## config.mk

```make
export PLATFORM = sky130hd
export DESIGN_NAME = dual_reload_pwm
export DESIGN_NICKNAME = d
export VERILOG_FILES = /design/src/rtl/pwm_types_pkg.sv /design/src/rtl/pwm_duty_map.sv /design/src/rtl/pwm_shadow_regs.sv /design/src/rtl/pwm_phase_timer.sv /design/src/rtl/dual_reload_pwm.sv
export SDC_FILE = /design/constraint.sdc
export NUM_CORES = 1
export LEC_CHECK = 0
export ABC_AREA = 1
export BUFFER_PORTS_ARGS = -buffer_cell sky130_fd_sc_hd__clkbuf_2
export CAP_MARGIN = 20
export CORE_MARGIN = 2
export CORE_UTILIZATION = 35
export CTS_CLUSTER_DIAMETER = 120
export DETAILED_ROUTE_END_ITERATION = 7
export MAX_ROUTING_LAYER = met4
export PLACE_DENSITY = 0.48
export SLEW_MARGIN = 0
export SYNTH_ARGS = -nofsm -noshare
export SYNTH_HDL_FRONTEND = slang
export SYNTH_SLANG_ARGS = --single-unit
```

## constraint.sdc

```tcl
create_clock -name clk -period 2.67 [get_ports clk]
set_input_delay 0.6675 -clock clk [delete_from_list [all_inputs] [get_ports clk]]
set_output_delay 0.6675 -clock clk [all_outputs]
set_load 0.1 [all_outputs]
```

## src/rtl/pwm_types_pkg.sv

```systemverilog
package pwm_types_pkg;

    // Output level held by the phase timer
    typedef enum logic {
        PH_LOW  = 1'b0,
        PH_HIGH = 1'b1
    } phase_e;

endpackage

```

## src/rtl/pwm_duty_map.sv

```systemverilog
// Maps a command word onto high and low durations that sum to PERIOD.
module pwm_duty_map #(
    parameter int PERIOD   = 20000,
    parameter int CMD_W    = 8,
    parameter int CMD_FULL = 250
) (
    input  logic [CMD_W-1:0]                 cmd,
    output logic [$clog2(PERIOD+1)-1:0]      on_ticks,
    output logic [$clog2(PERIOD+1)-1:0]      off_ticks
);
    localparam int CW = $clog2(PERIOD + 1);
    localparam int PW = CMD_W + CW;
    localparam logic [CW-1:0]    PERIOD_C = CW'(PERIOD);
    localparam logic [PW-1:0]    PERIOD_W = PW'(PERIOD);
    localparam logic [CMD_W-1:0] FULL_C   = CMD_W'(CMD_FULL);

    logic [PW-1:0] product;
    logic [PW-1:0] quotient;
    logic          saturate;

    always_comb begin
        product  = PW'(cmd) * PERIOD_W;
        quotient = product / PW'(CMD_FULL);
        saturate = (cmd >= FULL_C) || (quotient > PERIOD_W);
    end

    always_comb begin
        if (saturate) begin
            on_ticks = PERIOD_C;
        end else begin
            on_ticks = quotient[CW-1:0];
        end
        off_ticks = PERIOD_C - on_ticks;
    end

endmodule

```

## src/rtl/pwm_shadow_regs.sv

```systemverilog
// Staging storage written by the update strobe, drained at a period boundary.
module pwm_shadow_regs #(
    parameter int PERIOD = 20000
) (
    input  logic                         clk,
    input  logic                         rst_n,
    input  logic                         upd,
    input  logic                         take,
    input  logic [$clog2(PERIOD+1)-1:0]  new_on,
    input  logic [$clog2(PERIOD+1)-1:0]  new_off,
    output logic [$clog2(PERIOD+1)-1:0]  sh_on,
    output logic [$clog2(PERIOD+1)-1:0]  sh_off,
    output logic                         pend
);
    localparam int CW = $clog2(PERIOD + 1);
    localparam logic [CW:0] PERIOD_X = (CW + 1)'(PERIOD);

    always_ff @(posedge clk or negedge rst_n) begin
        if (!rst_n) begin
            sh_on  <= '0;
            sh_off <= PERIOD_X[CW-1:0];
        end else if (upd) begin
            sh_on  <= new_on;
            sh_off <= new_off;
        end
    end

    // A capture on the boundary edge survives the drain: it is newer.
    always_ff @(posedge clk or negedge rst_n) begin
        if (!rst_n) begin
            pend <= 1'b0;
        end else if (upd) begin
            pend <= 1'b1;
        end else if (take) begin
            pend <= 1'b0;
        end
    end

    assert_shadow_hold_R5: assert property (@(posedge clk) disable iff (!rst_n)
        !upd |=> ($stable(sh_on) && $stable(sh_off)));

    assert_pend_set_R6: assert property (@(posedge clk) disable iff (!rst_n)
        upd |=> pend);

    assert_shadow_sum_R3: assert property (@(posedge clk) disable iff (!rst_n)
        pend |-> (({1'b0, sh_on} + {1'b0, sh_off}) == PERIOD_X));

endmodule

```

## src/rtl/pwm_phase_timer.sv

```systemverilog
// Two-state phase machine around one reloading down-counter.
module pwm_phase_timer
    import pwm_types_pkg::*;
#(
    parameter int PERIOD = 20000
) (
    input  logic                         clk,
    input  logic                         rst_n,
    input  logic [$clog2(PERIOD+1)-1:0]  sh_on,
    input  logic [$clog2(PERIOD+1)-1:0]  sh_off,
    input  logic                         pend,
    output logic                         take,
    output logic                         pwm
);
    localparam int CW = $clog2(PERIOD + 1);
    localparam logic [CW-1:0] PERIOD_C = CW'(PERIOD);
    localparam logic [CW-1:0] ONE_C    = CW'(1);

    phase_e        state;
    phase_e        nxt_state;
    logic [CW-1:0] cnt;
    logic [CW-1:0] ld_val;
    logic [CW-1:0] act_on;
    logic [CW-1:0] act_off;
    logic [CW-1:0] eff_on;
    logic [CW-1:0] eff_off;
    logic          expire;
    logic          bound;

    always_comb begin
        expire  = (cnt == ONE_C);
        eff_on  = pend ? sh_on  : act_on;
        eff_off = pend ? sh_off : act_off;
    end

    // Next state and reload value
    always_comb begin
        nxt_state = state;
        ld_val    = cnt - ONE_C;
        bound     = 1'b0;
        unique case (state)
            PH_LOW: begin
                if (expire) begin
                    bound = 1'b1;
                    if (eff_on == '0) begin
                        nxt_state = PH_LOW;      // low expiry, hold low
                        ld_val    = eff_off;
                    end else begin
                        nxt_state = PH_HIGH;     // low expiry, rise
                        ld_val    = eff_on;
                    end
                end
            end
            PH_HIGH: begin
                if (expire) begin
                    if (act_off != '0) begin
                        nxt_state = PH_LOW;      // high expiry, fall
                        ld_val    = act_off;
                    end else begin
                        bound = 1'b1;
                        if (eff_on == '0) begin
                            nxt_state = PH_LOW;  // high expiry, drop to zero duty
                            ld_val    = eff_off;
                        end else begin
                            nxt_state = PH_HIGH; // high expiry, hold high
                            ld_val    = eff_on;
                        end
                    end
                end
            end
        endcase
    end

    // State register
    always_ff @(posedge clk or negedge rst_n) begin
        if (!rst_n) begin
            state <= PH_LOW;
        end else begin
            state <= nxt_state;
        end
    end

    // Counter and active durations
    always_ff @(posedge clk or negedge rst_n) begin
        if (!rst_n) begin
            cnt     <= PERIOD_C;
            act_on  <= '0;
            act_off <= PERIOD_C;
        end else begin
            cnt <= ld_val;
            if (bound) begin
                act_on  <= eff_on;
                act_off <= eff_off;
            end
        end
    end

    // Outputs
    always_comb begin
        take = bound;
        unique case (state)
            PH_LOW:  pwm = 1'b0;
            PH_HIGH: pwm = 1'b1;
        endcase
    end

    assert_cnt_range_R2: assert property (@(posedge clk) disable iff (!rst_n)
        (cnt != '0) && (cnt <= PERIOD_C));

    assert_toggle_on_expiry_R2: assert property (@(posedge clk) disable iff (!rst_n)
        !$stable(state) |-> $past(cnt == ONE_C));

    assert_active_at_boundary_R6: assert property (@(posedge clk) disable iff (!rst_n)
        !$stable(act_on) |-> $past(cnt == ONE_C));

    assert_zero_low_R7: assert property (@(posedge clk) disable iff (!rst_n)
        (act_on == '0) |-> (state == PH_LOW));

    assert_full_high_R7: assert property (@(posedge clk) disable iff (!rst_n)
        (act_off == '0) |-> (state == PH_HIGH));

endmodule

```

## src/rtl/dual_reload_pwm.sv

```systemverilog
// Top: duty mapping, staging and the reloading phase timer.
module dual_reload_pwm #(
    parameter int PERIOD   = 20000,
    parameter int CMD_FULL = 250
) (
    input  logic       clk,
    input  logic       rst_n,
    input  logic [7:0] cmd,
    input  logic       upd,
    output logic       pwm_out
);
    localparam int CMD_W = 8;
    localparam int CW    = $clog2(PERIOD + 1);
    localparam logic [CW-1:0]    PERIOD_C = CW'(PERIOD);
    localparam logic [CMD_W-1:0] FULL_C   = CMD_W'(CMD_FULL);

    logic [CW-1:0] map_on;
    logic [CW-1:0] map_off;
    logic [CW-1:0] sh_on;
    logic [CW-1:0] sh_off;
    logic          pend;
    logic          take;

    pwm_duty_map #(
        .PERIOD   (PERIOD),
        .CMD_W    (CMD_W),
        .CMD_FULL (CMD_FULL)
    ) u_map (
        .cmd       (cmd),
        .on_ticks  (map_on),
        .off_ticks (map_off)
    );

    pwm_shadow_regs #(
        .PERIOD (PERIOD)
    ) u_shadow (
        .clk     (clk),
        .rst_n   (rst_n),
        .upd     (upd),
        .take    (take),
        .new_on  (map_on),
        .new_off (map_off),
        .sh_on   (sh_on),
        .sh_off  (sh_off),
        .pend    (pend)
    );

    pwm_phase_timer #(
        .PERIOD (PERIOD)
    ) u_timer (
        .clk    (clk),
        .rst_n  (rst_n),
        .sh_on  (sh_on),
        .sh_off (sh_off),
        .pend   (pend),
        .take   (take),
        .pwm    (pwm_out)
    );

    assert_saturate_R4: assert property (@(posedge clk) disable iff (!rst_n)
        (upd && (cmd >= FULL_C)) |=> (sh_on == PERIOD_C) && (sh_off == '0));

endmodule

```

[After elaboration in Yosys (flattened, before gate mapping)]
Index checks and enable logic that the tools add are counted.
Operators by class
  add/sub/neg operators: 2
  multiply operators: 1
  div/mod/pow operators: 1
  $lt $le $gt $ge: 2
  equality and inequality tests: 1
  shift operators: 0
  mux-type cells: 20
  bitwise operators: 1
  reduce and logical (&&, ||, !) cells: 4
Operators with widths (count)
  15-bit two-way mux: 7
  15-bit one-hot mux with 2 select lines: 1
  23-bit by 8-bit divider with 23-bit output (second input constant): 1
  23-bit by 15-bit greater-than comparator with 1-bit output (second input constant): 1
  8-bit by 10-bit multiplier with 18-bit output (second input constant): 1
  15-bit by 1-bit == test with 1-bit output (second input constant): 1
  15-bit zero test: 1
  15-bit nonzero test: 1
  15-bit by 1-bit subtractor with 15-bit output (second input constant): 1
  15-bit subtractor (first input constant): 1
  1-bit two-way mux: 9
  8-bit >= comparator (second input constant): 1
  1-bit one-hot mux with 2 select lines: 3
  2-bit nonzero test: 1
  1-bit logical OR: 1
  1-bit NOT: 1
Storage, ports and cells
  register bits after elaboration: 77
  latch bits: 0
  memory bits (writable): 0
  bits in read-only memories: 0
  output and inout bits: 1
  logic and storage cells: 39
  memories kept: 0

[Longest topological paths before layout]
Gate-level depths: netlist of run 1.
  depth in word-level cells: 6
  gate-level depth with buffers: 140
  gate-level depth less buffers: 135

[Hierarchy]
From an unflattened synthesis of run 1, not the netlist that was laid out.
Unflattened totals
  cell total of the unflattened synthesis: 2112
  area total of the unflattened synthesis: 14236.2 sq um
By module, submodules not included
  pwm_duty_map: instances 1, cells an instance 1559, area an instance 10196.0 sq um, sequential area each 0.0 sq um
  pwm_phase_timer: instances 1, cells an instance 422, area an instance 2875.3 sq um, sequential area each 1163.6 sq um
  pwm_shadow_regs: instances 1, cells an instance 131, area an instance 1164.9 sq um, sequential area each 782.0 sq um

[Worst setup path after synthesis of run 1]
OpenSTA, ideal clock, no wires.
  kind: input to register
  from: input cmd[3]
  to: register u_shadow.sh_off[12]
  library setup time: 124 ps
  data arrival time: 15622 ps
  path slack: -13076 ps
  stages on the path: 120
  path buffers: 13
  cell sequence: clkbuf_1 > inv_1 > ha_1 > ha_1 > inv_1 > fa_1 > fa_1 > fa_1 > inv_2 > nand2_1 > nand2_1 > nand3_1 > nand2_1 > nand2_1 > nand2_4 > nand2_2 > nor2_4 > nand2_4 > [... 84 more ...] > buf_6 > ha_1 > nand3b_1 > nor2_2 > nand3_2 > nand2_4 > nand2_1 > nand2_1 > nand2_1 > nand3_1 > nand3_2 > nand2_4 > ha_1 > nand3_1 > nand2_2 > nand2_2 > nand3b_1 > nand3_1
On the way
  word-level cells in the longest chain between the ends: 6
  elaborated cells between the ends (all ways): 7
  classes of those cells: add/sub (1); mul (1); div (1); order compare (2); mux (1); reduce/logical (1)
RTL lines
  start: declaration: line dual_reload_pwm.sv:8  | input logic [7:0] cmd,
  8-bit by 10-bit multiplier with 18-bit output: line pwm_duty_map.sv:22  | product = PW'(cmd) * PERIOD_W;
  23-bit by 8-bit divider with 23-bit output: line pwm_duty_map.sv:23  | quotient = product / PW'(CMD_FULL);
  23-bit by 15-bit greater-than comparator with 1-bit output: line pwm_duty_map.sv:24  | saturate = (cmd >= FULL_C) || (quotient > PERIOD_W);
  1-bit logical OR: line pwm_duty_map.sv:24
  15-bit two-way mux (*): line pwm_duty_map.sv:28  | if (saturate) begin
  15-bit subtractor (*): line pwm_duty_map.sv:33  | off_ticks = PERIOD_C - on_ticks;
  end signal: assignment: line pwm_shadow_regs.sv:21  | sh_off <= PERIOD_X[CW-1:0];
  end signal: assignment: line pwm_shadow_regs.sv:24  | sh_off <= new_off;
  end: declaration: line pwm_shadow_regs.sv:12  | output logic [$clog2(PERIOD+1)-1:0] sh_off,
Mark *: on every way between the ends. The rest lies on a longest branch, timed or not.
A chain may end at the register's enable or synchronous reset.

[Final worst setup path of run 1]
  from: input cmd[6]
  to: register u_shadow.sh_off[8]
The elaborated chain is that of the path after synthesis.

==> results.py, run 1 <==
metrics = {
    "status": {
        "outcome": "complete, but fails checks",
        "failed_checks": "setup timing",
    },
    "sta": {
        "achievable-frequency_mhz": 67.1,
        "layout_worst_path_cycle_share": 5.58,
        "final_setup_slack_of_the_worst_path_ns": -12.24,
        "final_max_slew_viol_count": 0,
        "grt_setup_unrepaired": "yes",
        "period_minus_slack_ns": 14.91,
        "slew_headroom": 0.615,
        "timing.final.setup_violations": 29,
        "worst_pin_slew_ns": 0.571,
        "finClkSkew_ns": 0.00914,
        "report.final.hold_viol_count": 0,
    },
    "critical_path": {
        "timing.critical_path.buf_inv": 20,
        "max_stage_delay_on_crit_path_ns": 0.51,
        "worst_path_max_delay_cell": "sky130_fd_sc_hd__fa_1",
        "crit-reg2reg-capture": "u_timer.cnt[4]",
        "crit_type": "input pin to register",
        "reg2reg_from": "u_shadow.pend",
        "worst_ep_required_time_ns": 2.89,
        "critical-path-top-delay-family": "simple AND/OR/NAND/NOR gates",
        "worst_r2r_path_depth": 9,
        "start_kind": "input pin",
        "regToRegSetupSlack_ns": 0.35,
        "cp.depth": 119,
        "worst_ep_arrival_time_ns": 15.13,
        "crit_path_max_fanout": 8,
        "endpoint_kind_of_the_worst_setup_timing_path": "register",
        "timing.critical_path.mode_cell": "sky130_fd_sc_hd__nand2_4",
    },
    "clocking": {
        "cts_root_buffer": "sky130_fd_sc_hd__clkbuf_16",
        "htree_levels": 3,
        "tritoncts_num_sinks": 76,
        "worst_skew_pair.late_latency_ns": 0.33,
        "cts.reportedPaths.clkPinSlew_ns": 0.06,
        "cts_tree": "done",
        "max-clock-path-buffers": 2,
        "tritoncts.num_buffers": 9,
    },
    "floorplan": {
        "placeableCoreArea_um2": 37800,
        "die_width_um": 200,
        "rows": 71,
        "io-pin-count": 12,
        "design.die.area_um2": 40000,
        "initial_core_util": 0.356,
        "fp.dieH_um": 200,
    },
    "yosys": {
        "yosys-top-cells-area": "sky130_fd_sc_hd__nand2_1 (16%), sky130_fd_sc_hd__dfrtp_1 (11%), sky130_fd_sc_hd__nand3_1 (7.7%)",
        "synth.avg_cell_area_um2": 6.42,
        "synth.yosys.warnings": 0,
        "ys_ff_latch": 76,
        "syn-cell-area_um2": 13400,
        "seq_area_frac_synth": 0.143,
        "netlist.area_leader.share": 0.156,
        "postSynthNetCount": 2171,
        "synth_flop_cell": "sky130_fd_sc_hd__dfrtp_1",
        "yosys.area.top_type": "sky130_fd_sc_hd__nand2_1",
        "postSynthCellCount": 2094,
        "synth_edf_count": 0,
        "synthDistinctLibCells": 75,
        "async_flop_share": 1.00,
    },
    "final_layout": {
        "syn2layout_area_growth_pct": 62.8,
        "sequential_cell_area_um2": 1920,
        "antenna_cells_inserted": 0,
        "final_layout_size_suffix_gt1_frac": 0.510,
        "finish.cell_count_without_fillers": 3275,
        "nets": 2836,
        "area_used_by_multi_input_combinational_logic_um2": 12300,
        "filler_cell_count": 3485,
    },
    "route": {
        "wl_met2_mm": 24.4,
        "route.final.wire_length_mm": 47.4,
        "detail_route.first_pass.iterations": 5,
        "detail_route.wirelength.met1_mm": 21.0,
        "postRouteAntennaNets": 0,
        "remaining_drc_errors": 0,
        "wire_per_inst_um": 14.5,
        "post_drt_via_cell_ratio": 4.87,
        "drt_iter0_markers": 681,
        "wl_met3_um": 988,
        "top_layer": "met4",
        "num_vias": 16000,
    },
    "flow_run": {
        "max_cap_check_violation_count": 0,
    },
    "global_routing": {
        "global_route_wire_length_before_repair_mm": 76.9,
        "global_route.usage.total": 0.241,
        "grt_pass1_vias": 15800,
        "grt_overflow_total": 0,
        "maximum_number_of_pins_on_one_net_before_global_route_repair": 64,
        "number_of_antenna_violations_at_the_first_check_in_global_routing": 0,
    },
    "place": {
        "dp_cells": 3127,
        "gp_congestion": 0.903,
        "io_buffer_count": 11,
        "hpwlAfterDp_mm": 36.6,
    },
    "worst_hold_path": {
        "min_path_type": "input pin to asynchronous set/reset pin",
    },
}
[area by class of cell]
class,instances,area share
flip-flops and latches,76,0.0877
repair buffers,690,0.253
clock inverters,4,0.00103
clock buffers,12,0.0122
multi-input cells,1693,0.564
inverters,289,0.0532
well taps,511,0.0292
[sequential cells by signal, indices dropped and copies added, names as in the netlist]
name	count
u_shadow.pend	1
u_shadow.sh_off	15
u_shadow.sh_on	14
u_timer.act_off	15
u_timer.act_on	15
u_timer.cnt	15
u_timer.state	1
[worst max path at each step]
stage	to	start
2_1_floorplan	u_shadow.sh_off[12]	cmd[7]
3_3_place_gp	u_shadow.sh_off[12]	cmd[6]
3_5_place_dp	u_shadow.sh_off[12]	cmd[6]
4_1_cts	u_shadow.sh_off[8]	cmd[7]
5_1_grt	u_shadow.sh_off[12]	cmd[3]
6_report	u_shadow.sh_off[8]	cmd[6]
[cell families (layout without fill, tap and decap cells)]
family,Yosys count,after routing,share of synthesized area
simple gates,1318,1326,0.519
buf+inv,333,995,0.114
compound gates,218,218,0.101
flops,76,76,0.143
xor+xnor,74,74,0.0482
fa+ha+maj,66,66,0.0681
mux,9,9,0.00670
[layer usage]
layer / vias to the layer above / GRT usage
met3: 73 / 0.0136
met1: 7498 / 0.298
met5: - / -
met4: 0 / 0.0562
met2: 240 / 0.430
li1: 8154 / -
[cells in the mapped netlist (4+ instances only)]
cell type	instances
sky130_fd_sc_hd__nand2_1	558
sky130_fd_sc_hd__inv_1	241
sky130_fd_sc_hd__nand3_1	208
sky130_fd_sc_hd__nand2_2	147
sky130_fd_sc_hd__nor2_1	132
sky130_fd_sc_hd__o21ai_0	97
sky130_fd_sc_hd__nand4_1	64
sky130_fd_sc_hd__dfrtp_1	61
sky130_fd_sc_hd__xor2_1	55
sky130_fd_sc_hd__ha_1	54
sky130_fd_sc_hd__nand2_4	53
sky130_fd_sc_hd__nor2_2	41
sky130_fd_sc_hd__inv_2	34
sky130_fd_sc_hd__a21oi_1	30
sky130_fd_sc_hd__nor3_1	28
sky130_fd_sc_hd__nand3_2	22
sky130_fd_sc_hd__xnor2_1	19
sky130_fd_sc_hd__nor2_4	16
sky130_fd_sc_hd__dfstp_2	15
sky130_fd_sc_hd__o21ai_1	15
sky130_fd_sc_hd__clkbuf_1	14
sky130_fd_sc_hd__fa_1	12
sky130_fd_sc_hd__nand3_4	12
sky130_fd_sc_hd__nand3b_1	12
sky130_fd_sc_hd__o211ai_1	12
sky130_fd_sc_hd__o21ai_2	11
sky130_fd_sc_hd__buf_8	10
sky130_fd_sc_hd__mux2i_1	9
sky130_fd_sc_hd__o21bai_1	8
sky130_fd_sc_hd__buf_6	7
sky130_fd_sc_hd__nor4_1	7
sky130_fd_sc_hd__a31oi_1	6
sky130_fd_sc_hd__clkinv_1	6
sky130_fd_sc_hd__o21a_1	6
sky130_fd_sc_hd__nand4_4	4
sky130_fd_sc_hd__o2111ai_1	4
[cell usage in the layout, fill, tap and decap left out, drive strengths merged, types with 3 or more instances in the layout]
cell	count
a21oi	34
a31oi	6
buf	681
clkbuf	21
clkinv	12
dfrtp	61
dfstp	15
fa	12
ha	54
inv	279
mux2i	9
nand2	765
nand3	245
nand3b	13
nand4	70
nor2	192
nor3	31
nor4	7
o2111ai	4
o211ai	13
o21a	6
o21ai	125
o21bai	10
o22ai	3
o311ai	3
xnor2	19
xor2	55
[through the flow]
step	setup TNS, ns	hold slack (ns)	setup slack [ns]	utilization	area (um^2)
floorplan	-345.72	0.372	-12.43	-	13900
finish	-347.92	0.322	-12.24	0.580	21900
detailed placement	-371.20	0.470	-13.06	0.487	18400
CTS	-339.43	0.330	-11.91	0.542	20500
global placement	-364.12	0.463	-12.77	0.487	18400
global route	-371.71	0.356	-13.08	0.580	21900
[what timing repair did]
| action | CTS | global route |
|---|---|---|
| gates resized for setup | 258 | 262 |
| hold buffers | 0 | 0 |
| endpoints found under the setup margin | 29 | 29 |
| gates cloned | 8 | 0 |
| buffers inserted | 84 | 43 |
| pin swaps | 131 | 203 |
Power of run 1 is not shown: default switching activity piles up to over one toggle a cycle in this logic, so the estimate is an artifact.
==> inputs of run 2 (changes only) <==
Settings changed: BUFFER_PORTS_ARGS -buffer_cell sky130_fd_sc_hd__clkbuf_2 to default, DONT_BUFFER_PORTS from default to 1.
==> run 2 against run 1 <==
The run still ends with setup timing left. Final area is 4.7% lower. Cell count is 1.5% lower. Sequential share of layout area is 0.44 points higher.
==> results.py, run 2 (synthesis results as in run 1) <==
metrics = {
    "status": {
        "outcome": "complete, but fails checks",
        "failed_checks": "setup timing",
    },
    "sta": {
        "period_minus_slack_ns": 14.88,
        "final.hold.worst_slack_ns": 0.0259,
        "slew_headroom": 0.562,
        "finClkSkew_ns": 0.00375,
        "achievable-frequency_mhz": 67.2,
        "layout_worst_path_cycle_share": 5.57,
        "timing.final.setup_violations": 29,
        "worst_pin_slew_ns": 0.648,
        "final_setup_slack_of_the_worst_path_ns": -12.21,
        "report.final.hold_viol_count": 0,
        "final_max_slew_viol_count": 0,
        "grt_setup_unrepaired": "yes",
    },
    "critical_path": {
        "worst_ep_required_time_ns": 2.89,
        "worst_ep_arrival_time_ns": 15.09,
        "critical_path_start": "cmd[7]",
        "cp-endpoint": "u_shadow.sh_off[4]",
        "endpoint_kind_of_the_worst_setup_timing_path": "register",
        "reg2reg_from": "u_shadow.pend",
        "crit_path_max_fanout": 8,
        "start_kind": "input pin",
        "timing.critical_path.mode_cell": "sky130_fd_sc_hd__nand2_2",
        "crit_type": "input pin to register",
        "regToRegSetupSlack_ns": 0.34,
        "worst_r2r_path_depth": 8,
        "max_stage_delay_on_crit_path_ns": 0.50,
        "worst_path_max_delay_cell": "sky130_fd_sc_hd__fa_1",
        "crit-reg2reg-capture": "u_timer.cnt[1]",
    },
    "final_layout": {
        "filler_cell_count": 3700,
        "final_layout_size_suffix_gt1_frac": 0.465,
        "nets": 2786,
        "most_frequent_standard_cell_in_the_layout_excluding_fill_and_tap_cells": "sky130_fd_sc_hd__buf_4",
        "layout.cells.most_common_list": "sky130_fd_sc_hd__buf_4 (585), sky130_fd_sc_hd__nand2_1 (479), sky130_fd_sc_hd__inv_1 (225), sky130_fd_sc_hd__nand2_2 (177), sky130_fd_sc_hd__nand3_1 (153)",
        "fin_util": 0.552,
        "syn2layout_area_growth_pct": 55.1,
        "finish.cell_count_without_fillers": 3225,
        "antenna_cells_inserted": 0,
        "cell_area_after_layout_um2": 20900,
    },
    "clocking": {
        "cts.reportedPaths.clkPinSlew_ns": 0.06,
        "cts_hold_buf": 0,
        "cts_tree": "done",
        "htree_levels": 3,
        "tritoncts_num_sinks": 76,
        "cts_root_buffer": "sky130_fd_sc_hd__clkbuf_16",
        "worst_skew_pair.late_latency_ns": 0.33,
        "max-clock-path-buffers": 2,
        "tritoncts.num_buffers": 9,
    },
    "floorplan": {
        "placeableCoreArea_um2": 37800,
        "fp.dieH_um": 200,
        "io-pin-count": 12,
        "initial_core_util": 0.356,
        "design.die.area_um2": 40000,
        "die_width_um": 200,
        "rows": 71,
    },
    "route": {
        "post_drt_via_cell_ratio": 4.82,
        "num_vias": 15500,
        "drt_iter0_markers": 686,
        "route.final.wire_length_mm": 45.3,
        "detail_route.first_pass.iterations": 5,
        "wire_per_inst_um": 14.1,
        "postRouteAntennaNets": 0,
        "remaining_drc_errors": 0,
    },
    "place": {
        "gp_congestion": 0.866,
        "io_buffer_count": 0,
        "dp_cells": 3095,
        "dpl-instance-area_um2": 18200,
        "hpwlAfterDp_mm": 36.4,
    },
    "global_routing": {
        "number_of_antenna_violations_at_the_first_check_in_global_routing": 0,
        "maximum_number_of_pins_on_one_net_before_global_route_repair": 77,
        "grt_overflow_total": 0,
        "grt_pass1_vias": 15400,
        "global_route.usage.total": 0.236,
        "global_route_wire_length_before_repair_mm": 74.6,
    },
    "flow_run": {
        "max_cap_check_violation_count": 0,
    },
    "worst_hold_path": {
        "min_path_type": "input pin to asynchronous set/reset pin",
    },
}
[run 2: cell count changes in the layout (fill, tap and decap cells not counted), moves of 8 or more]
cell                       delta
sky130_fd_sc_hd__clkbuf_2     -8
sky130_fd_sc_hd__inv_1       +14
sky130_fd_sc_hd__nand3_4      -8
sky130_fd_sc_hd__nand2_1     +42
sky130_fd_sc_hd__nand3_1     +20
sky130_fd_sc_hd__buf_4       -23
sky130_fd_sc_hd__buf_6       -22
sky130_fd_sc_hd__nand3_2     -12
sky130_fd_sc_hd__inv_2       -10
sky130_fd_sc_hd__nand2_4     -29
sky130_fd_sc_hd__nand2_2      -9
[run 2: worst min path at each step]
stage,start,endpoint,slack [ns]
2_1_floorplan,rst_n,u_shadow.pend,0.37
3_3_place_gp,rst_n,u_timer.cnt[2],0.37
3_5_place_dp,rst_n,u_timer.cnt[2],0.37
4_1_cts,rst_n,u_timer.act_off[1],0.02
5_1_grt,rst_n,u_timer.cnt[1],0.005
6_report,rst_n,u_timer.cnt[1],0.03
[run 2: stage by stage]
step                setup slack (ns)  TNS [ns]
global placement              -12.68   -362.04
floorplan                     -12.43   -345.72
detailed placement            -12.96   -369.58
global route                  -13.16   -374.00
finish                        -12.21   -347.13
CTS                           -12.04   -342.38
[run 2: timing repair]
item                       CTS  global route
cloned                      10             1
pin swaps                  112            90
setup buffers               65            38
setup endpoints to repair   29            29
gates resized for setup    188           137
[run 2: worst max-delay path: cells and delay by family]
kind | cells | cell delay [ns]
simple gates | 89 | 8.92
fa+ha+maj | 9 | 2.81
buf+inv | 15 | 1.72
compound gates | 4 | 0.82
[run 2: final cells by class]
| class | count | area (um^2) | area share |
|---|---|---|---|
| clock buffers | 12 | 246 | 0.0118 |
| clock inverters | 4 | 120 | 0.00576 |
| inverters | 289 | 1140 | 0.0547 |
| multi-input cells | 1694 | 11700 | 0.561 |
| flip-flops and latches | 76 | 1920 | 0.0921 |
| well taps | 511 | 639 | 0.0307 |
| repair buffers | 637 | 5080 | 0.243 |
| repair inverters | 2 | 12.5 | 0.000600 |
[run 2: routing by layer]
layer | GRT usage | vias up | part of all wire
li1 | - | 8052 | -
met1 | 0.295 | 7313 | 0.46
met2 | 0.418 | 133 | 0.50
met3 | 0.0197 | 41 | 0.020
met4 | 0.0409 | 0 | 0.013
met5 | - | - | 0
Power of run 2 is left out for the same reason.
